$ cat src/rtl/tcc_pkg.sv
package tcc_pkg;

    typedef enum logic [2:0] {
        OM_HOLD = 3'd0,
        OM_CLR  = 3'd1,
        OM_SET  = 3'd2,
        OM_TGL  = 3'd3,
        OM_FLO  = 3'd4,
        OM_FHI  = 3'd5,
        OM_PWM1 = 3'd6,
        OM_PWM2 = 3'd7
    } mode_e;

    typedef enum logic [1:0] {
        SEL_RLD  = 2'd0,
        SEL_CMP  = 2'd1,
        SEL_MODE = 2'd2,
        SEL_CTRL = 2'd3
    } sel_e;

    typedef struct packed {
        logic down;
        logic preload;
    } ctrl_t;

    localparam int CTRL_PRE_BIT  = 0;
    localparam int CTRL_DOWN_BIT = 1;

    // Level produced by the two pulse-width modes.
    function automatic logic pwm_level(input logic below, input mode_e m);
        return (m == OM_PWM2) ? ~below : below;
    endfunction

endpackage

$ cat src/rtl/tcc_counter.sv
module tcc_counter #(
    parameter int W = 16
) (
    input  logic         clk,
    input  logic         rst,
    input  logic         en,
    input  logic         down,
    input  logic [W-1:0] rld,
    output logic [W-1:0] cnt,
    output logic         wrap,
    output logic         upd_evt
);
    logic [W-1:0] cnt_q;

    always_comb begin
        if (down) wrap = en && (cnt_q == '0);
        else      wrap = en && (cnt_q >= rld);
    end

    always_ff @(posedge clk) begin
        if (rst) begin
            cnt_q   <= '0;
            upd_evt <= 1'b0;
        end else begin
            upd_evt <= wrap;
            if (en) begin
                if (wrap)      cnt_q <= down ? rld : '0;
                else if (down) cnt_q <= cnt_q - 1'b1;
                else           cnt_q <= cnt_q + 1'b1;
            end
        end
    end

    assign cnt = cnt_q;
endmodule

$ cat src/rtl/tcc_cmpreg.sv
module tcc_cmpreg #(
    parameter int W = 16
) (
    input  logic         clk,
    input  logic         rst,
    input  logic         wr_cmp,
    input  logic [W-1:0] wr_data,
    input  logic         preload,
    input  logic         wrap,
    output logic [W-1:0] cmp_act
);
    logic [W-1:0] shadow_q;

    always_ff @(posedge clk) begin
        if (rst) begin
            shadow_q <= '0;
            cmp_act  <= '0;
        end else begin
            if (wr_cmp) shadow_q <= wr_data;
            if (!preload) begin
                if (wr_cmp) cmp_act <= wr_data;
            end else if (wrap) begin
                cmp_act <= wr_cmp ? wr_data : shadow_q;
            end
        end
    end
endmodule

$ cat src/rtl/tcc_refgen.sv
module tcc_refgen
    import tcc_pkg::*;
#(
    parameter int W = 16
) (
    input  logic         clk,
    input  logic         rst,
    input  logic         en,
    input  mode_e        mode,
    input  logic [W-1:0] cnt,
    input  logic [W-1:0] cmp_act,
    output logic         oref,
    output logic         match_pls
);
    logic hit;
    logic below;
    logic oref_d;

    assign hit   = en && (cnt == cmp_act);
    assign below = (cnt < cmp_act);

    always_comb begin
        oref_d = oref;
        unique case (mode)
            OM_HOLD:          oref_d = oref;
            OM_CLR:           if (hit) oref_d = 1'b0;
            OM_SET:           if (hit) oref_d = 1'b1;
            OM_TGL:           if (hit) oref_d = ~oref;
            OM_FLO:           oref_d = 1'b0;
            OM_FHI:           oref_d = 1'b1;
            OM_PWM1, OM_PWM2: oref_d = pwm_level(below, mode);
            default:          oref_d = oref;
        endcase
    end

    always_ff @(posedge clk) begin
        if (rst) begin
            oref      <= 1'b0;
            match_pls <= 1'b0;
        end else begin
            oref      <= oref_d;
            match_pls <= hit;
        end
    end
endmodule

$ cat src/rtl/tmr_cmp_chan.sv
module tmr_cmp_chan
    import tcc_pkg::*;
#(
    parameter int CNT_W = 16
) (
    input  logic             clk,
    input  logic             rst,
    input  logic             tmr_en,
    input  logic             wr_en,
    input  logic [1:0]       wr_sel,
    input  logic [CNT_W-1:0] wr_data,
    output logic             oref,
    output logic             upd_evt,
    output logic             match_pls
);
    localparam logic [CNT_W-1:0] RLD_RST = {CNT_W{1'b1}};

    logic [CNT_W-1:0] rld_q;
    mode_e            mode_q;
    ctrl_t            ctrl_q;
    logic [CNT_W-1:0] cnt;
    logic [CNT_W-1:0] cmp_act;
    logic             wrap;
    logic             wr_cmp;
    sel_e             sel;

    assign sel    = sel_e'(wr_sel);
    assign wr_cmp = wr_en && (sel == SEL_CMP);

    always_ff @(posedge clk) begin
        if (rst) begin
            rld_q  <= RLD_RST;
            mode_q <= OM_HOLD;
            ctrl_q <= '0;
        end else if (wr_en) begin
            case (sel)
                SEL_RLD:  rld_q  <= wr_data;
                SEL_MODE: mode_q <= mode_e'(wr_data[2:0]);
                SEL_CTRL: begin
                    ctrl_q.preload <= wr_data[CTRL_PRE_BIT];
                    ctrl_q.down    <= wr_data[CTRL_DOWN_BIT];
                end
                default: ;
            endcase
        end
    end

    tcc_counter #(.W(CNT_W)) u_cnt (
        .clk     (clk),
        .rst     (rst),
        .en      (tmr_en),
        .down    (ctrl_q.down),
        .rld     (rld_q),
        .cnt     (cnt),
        .wrap    (wrap),
        .upd_evt (upd_evt)
    );

    tcc_cmpreg #(.W(CNT_W)) u_cmp (
        .clk     (clk),
        .rst     (rst),
        .wr_cmp  (wr_cmp),
        .wr_data (wr_data),
        .preload (ctrl_q.preload),
        .wrap    (wrap),
        .cmp_act (cmp_act)
    );

    tcc_refgen #(.W(CNT_W)) u_ref (
        .clk       (clk),
        .rst       (rst),
        .en        (tmr_en),
        .mode      (mode_q),
        .cnt       (cnt),
        .cmp_act   (cmp_act),
        .oref      (oref),
        .match_pls (match_pls)
    );
endmodule

$ cat config.mk
export PLATFORM = sky130hd
export DESIGN_NAME = tmr_cmp_chan
export DESIGN_NICKNAME = d
export VERILOG_FILES = /design/src/rtl/tcc_pkg.sv /design/src/rtl/tcc_counter.sv /design/src/rtl/tcc_cmpreg.sv /design/src/rtl/tcc_refgen.sv /design/src/rtl/tmr_cmp_chan.sv
export SDC_FILE = /design/constraint.sdc
export NUM_CORES = 1
export LEC_CHECK = 0
export BUFFER_PORTS_ARGS = -buffer_cell sky130_fd_sc_hd__buf_2
export CAP_MARGIN = 10
export CORE_ASPECT_RATIO = 1.75
export CORE_MARGIN = 2
export CORE_UTILIZATION = 31
export CTS_CLUSTER_SIZE = 24
export DETAILED_ROUTE_END_ITERATION = 7
export SYNTH_ARGS = -nofsm -noshare
export SYNTH_HDL_FRONTEND = slang
export SYNTH_SLANG_ARGS = --single-unit
$ cat constraint.sdc
create_clock -name clk -period 3.54 [get_ports clk]
set_input_delay 0.354 -clock clk [delete_from_list [all_inputs] [get_ports clk]]
set_output_delay 0.354 -clock clk [all_outputs]
set_load 0.02 [all_outputs]
# Word-level counts from Yosys, hierarchy flattened

Index checks and enable logic that the tools add are counted.

Register bits after elaboration: 72
Bits of input ports: 22
Output and inout bits: 3
Word-level logic and storage cells: 59

Add/subtract/negate cells: 2
Magnitude comparators: 2
Equal/unequal tests: 15
Muxes and demuxes: 13
Bitwise operators: 3
Reduce and logical (&&, ||, !) cells: 14

Operators by type and width:

| operator                | number |
|---|---|
| $mux W16                | 7 |
| $add A16 B1 Y16 const B | 1 |
| $eq A16 B16 Y1          | 1 |
| $ge A16 B16 Y1          | 1 |
| $logic_not A16 Y1       | 1 |
| $lt A16 B16 Y1          | 1 |
| $sub A16 B1 Y16 const B | 1 |
| $eq A3 B3 Y1 const B    | 4 |
| $ne A2 B1 Y1 const B    | 4 |
| $reduce_and A2 Y1       | 4 |
| $eq A3 B2 Y1 const B    | 2 |
| $pmux W1 S6             | 1 |
| $mux W1                 | 5 |
| $eq A2 B2 Y1 const B    | 2 |
| $logic_and A1 B1 Y1     | 4 |
| $reduce_and A4 Y1       | 1 |
| $eq A3 B1 Y1 const B    | 1 |
| $logic_not A3 Y1        | 1 |
| $not A1 Y1              | 3 |
| $eq A2 B1 Y1 const B    | 1 |
| $logic_not A2 Y1        | 1 |
| $reduce_bool A2 Y1      | 1 |
| $reduce_or A2 Y1        | 1 |

# Logic depth before layout (Yosys ltp)

Word-level depth: 5
Mapped depth: 10

# Modules after synthesis

A second synthesis with hierarchy kept.

Cell total of the unflattened synthesis: 530
Area total of the unflattened synthesis: 4588.2 um2

By module, submodules not included:

| module       | instances | cells each | area an instance (um2) | sequential area each (um2) |
|---|---|---|---|---|
| tcc_counter  | 1         | 238        | 1899.3                 | 340.3 |
| tcc_cmpreg   | 1         | 129        | 1290.0                 | 640.6 |
| tmr_cmp_chan | 1         | 93         | 889.6                  | 420.4 |
| tcc_refgen   | 1         | 70         | 509.2                  | 40.0 |

# Least setup slack after synthesis

OpenSTA, ideal clock, no wires.

Path kind: reg-to-reg
Start: register u_cnt.cnt_q[0] (netlist: u_cnt.cnt[0])
End: register u_cmp.cmp_act[10]
Library setup time: 0.121 ns
Arrival time: 2.528 ns
Data required time: 3.419 ns
Setup slack: 0.890 ns
Cell stages (with the launch flop): 11
Clock period less this slack: 2.650 ns
Path through: dfxtp_1 -> inv_1 -> ha_1 -> nand2b_1 -> a2111o_1 -> a32o_1 -> o31ai_4 -> o22a_1 -> buf_6 -> buf_12 -> mux2_4

Cells in the longest elaborated chain, start to end: 5

RTL lines:

| item                                                       | RTL line                             | RTL |
|---|---|---|
| start, declared                                            | tcc_counter.sv:13                    | `logic [W-1:0] cnt_q;` |
| start signal, assigned                                     | tcc_counter.sv:27                    | `if (wrap) cnt_q <= down ? rld : '0;` |
| start signal, assigned                                     | tcc_counter.sv:28                    | `else if (down) cnt_q <= cnt_q - 1'b1;` |
| start signal, assigned                                     | tcc_counter.sv:29                    | `else cnt_q <= cnt_q + 1'b1;` |
| $ge A16 B16 Y1 / $logic_not A16 Y1 (equally long branches) | tcc_counter.sv:17, tcc_counter.sv:16 |  |
| $logic_and A1 B1 Y1, on equally long branches              | tcc_counter.sv:17, tcc_counter.sv:16 |  |
| $mux W1 *                                                  | tcc_counter.sv:16                    | `if (down) wrap = en && (cnt_q == '0);` |
| $ne A2 B1 Y1 (no line) *                                   | --                                   |  |
| $reduce_and A2 Y1 (no line) *                              | --                                   |  |
| end signal, assigned                                       | tcc_cmpreg.sv:21                     | `if (wr_cmp) cmp_act <= wr_data;` |
| end signal, assigned                                       | tcc_cmpreg.sv:23                     | `cmp_act <= wr_cmp ? wr_data : shadow_q;` |
| end, declared                                              | tcc_cmpreg.sv:10                     | `output logic [W-1:0] cmp_act` |

Every way passes the cells marked *; elsewhere a longest branch is shown, timed or not.
A chain may end at the register's enable or synchronous reset.

# Final worst setup path

Start: register u_cnt.cnt_q[0] (netlist: u_cnt.cnt[0])
End: register u_cnt.cnt_q[7] (netlist: u_cnt.cnt[7])

Cells in the longest elaborated chain, start to end: 4

RTL lines:

| item                                                       | RTL line |
|---|---|
| $ge A16 B16 Y1 / $logic_not A16 Y1 (equally long branches) | tcc_counter.sv:17, tcc_counter.sv:16 |
| $logic_and A1 B1 Y1, on equally long branches              | tcc_counter.sv:17, tcc_counter.sv:16 |
| $mux W1                                                    | tcc_counter.sv:16 |
| $mux W16 *                                                 | tcc_counter.sv:27 |

Marks and branches as above.

==> run metrics <==
Wirelength per Cell 15.5 um; Final Cycle Share 0.790; Leakage Power roughly 2.4 nW; syn avg cell area between 7 and 8 um2; Clock Root Buffer clkbuf_16; Floorplan Core Area 14800 um2; worst setup timing slack at the placement stage 769 ps; floorplan die height 167 um; P per Cell Area 429 nW/um2; final number of hold-violating endpoints 0; share of async-settable or async-resettable flops after synthesis 0; top area cells in the synthesized netlist dfxtp_1 31%, ha_1 12%, a21oi_1 6.5%; number of enable flip-flop cells after synthesis 0; setup repair after global routing missed its margin no; number of inserted diodes 0; worst-case clock buffer depth 2; Cells after DPL between 700 and 800; worst-path fanout max 15; fraction of layout instances using a drive strength above 1 0.124; CTS Hold Buffers Added 0; synthesis-stage register bit count 72; worst max-slew margin expressed relative to the limit 0.243; critical path data arrival time about 3000 ps; Post-Route Setup TNS 0 ps; global-route usage over all layers 0.154; H-tree depth 3; top cell type's share of synthesized area 0.307; number of port buffers 24; overall routed net length 12.2 mm; largest net degree at the start of global routing 34; fin nets approximately 670; clock input transition at the sequential cells of the worst setup and hold paths 60 ps; peak supply drop 0.349 mV; most common library cells after synthesis 75 x nand2_1, 72 x dfxtp_1, 65 x nor2_1; gr ovfl total 0; most common cell in the synthesized netlist nand2_1; overall power after layout 2.28 mW; initial core utilization 0.317; TritonRoute pass-1 iters 5; floorplan die area 16200 um2; worst min path class in -> reg; Syn Inst Count 590; post-CTS resize count 0; Final Wtd Congestion 0.807; FP Rows 59; setup violators final 0; worst clock skew 4.77 ps; via count of the first global-routing pass 4220; fill cell total of the finished layout 1508; fraction of the yosys area taken by sequential cells 0.307; top-level I/O count 25; prevailing post-synth register cell dfxtp_1; HPWL after detailed placement 9.52 mm; critical path data required time 3790 ps; transition time at the pin with the least slew margin 1130 ps; total CTS buffers 9; Syn-to-layout area delta 13.1%; number of distinct library cells after synthesis 55; routed vias roughly 4.2k; worst setup path class reg -> reg; Fmax 0.358 GHz; max capacitance violation total 0; overall die width 97.1 um; launching element type of the critical path flop; endpoint kind of the worst setup timing path flop; postcts setup bufs 0; final slew viol count 0; total standard cell area after synthesis 4700 um2; Min Clock Period, post-route 2800 ps; Yosys Warn Count 0; number of nets with antenna violations after detailed routing 0; clock latency on the worst-skew pair 340 ps; syn_nets around 660; result of the run complete, no violations; clk sink count 72; Iter 0 DRT Violations 250; number of vias per cell after detailed routing 5.29; least setup slack across all paths after layout 744 ps; filler-free cell count of the finished design 788; number of antenna violations at the first check in global routing 0; top cell type by total area after synthesis dfxtp_1; first-pass GRT wire length 20.4 mm; remaining routing DRC violations 0; CTS tree done
## worst max-delay path, stage by stage, from the launching register on
cell      delay, ps
dfxtp_1         380
inv_1           130
ha_1            280
nand2b_1        140
a2111o_1        440
a32o_1          300
o31ai_4         190
buf_4           260
mux2_2          360
a211oi_1        220
## flip-flops by register name (all words and copies together), names as in the netlist
register and flops:
u_ref.match_pls 1, u_cnt.upd_evt 1, u_cnt.cnt 16, rld_q 16
ctrl_q 2, mode_q 3, u_ref.oref 1, u_cmp.shadow_q 16
u_cmp.cmp_act 16
## metrics by stage
stage	hold slack, ps	util	cell area, um2
finish	254	0.358	5310
global placement	442	0.335	4970
detailed placement	447	0.335	4970
CTS	245	0.358	5310
floorplan	437	-	4700
global route	255	0.358	5310
## per-layer routing
metal  track usage  vias up  share of wire
met5             0        -              0
met4        0.0827        0          0.039
met3        0.0172       20          0.019
met2         0.298       64           0.55
met1         0.159     1961           0.40
li1              -     2127              -
## layout by cell type (no fill, tap or decap), types with 3 or more instances in the layout
cell type  netlist  final
ha_1            46     46
o21bai_1         3      3
dfxtp_1         72     72
nor2b_1          3      3
nand2_1         75     75
nand3_1         26     26
mux2_2           8      8
nand2b_1         4      4
nand4_1         11     11
mux2i_1          6      6
a211o_1         17     17
a21oi_1         61     61
nor2_1          65     65
buf_4            1     11
xnor2_1          6      6
a31oi_1          5      5
buf_2            1     24
nor3_1          11     11
mux2_4          10     10
a21o_1          10     10
xor2_1           4      4
inv_1           36     36
o21ai_0         12     12
o211ai_1         4      4
a211oi_1         6      6
and3_1           4      4
a311oi_1         6      6
clkbuf_16        0      9
o31ai_1          3      3
nor4_1           5      5
a221oi_1         5      5
clkbuf_8         0      3
## cell families (layout without fill, tap and decap cells)
group | Yosys count | after routing | share of synthesized area
AO/OA/AOI/OAI | 152 | 152 | 0.219
buffers and inverters | 72 | 87 | 0.0636
multiplexers | 24 | 24 | 0.0639
AND/OR/NAND/NOR | 213 | 213 | 0.202
XOR/XNOR | 10 | 10 | 0.0186
flip-flops | 72 | 72 | 0.307
adder cells (fa/ha/maj) | 47 | 47 | 0.127
## final timing paths
check	start	endpoint	slack [ps]	cells after the start
max	u_cnt.cnt[0]	u_cnt.cnt[7]	740	9
min	wr_data[6]	rld_q[6]	250	2
max reg2reg	u_cnt.cnt[0]	u_cnt.cnt[7]	740	9
min reg2reg	u_cmp.shadow_q[8]	u_cmp.shadow_q[8]	450	2
## final cells by class
| class | instances | area, um2 | share of cell area |
|---|---|---|---|
| clock inverter | 4 | 75.1 | 0.0141 |
| sequential | 72 | 1440 | 0.271 |
| multi-input combinational | 446 | 2960 | 0.558 |
| inverter | 36 | 135 | 0.0254 |
| tap | 183 | 229 | 0.0431 |
| timing repair buffer | 35 | 203 | 0.0381 |
| clock buffer | 12 | 267 | 0.0502 |
## power breakdown
group | switching, mW | internal [mW] | total [mW]
registers | 0.0406 | 0.850 | 0.890
clock network | 0.348 | 0.674 | 1.02
logic | 0.215 | 0.149 | 0.364
No activity file was read; power rests on OpenSTA's default activity.
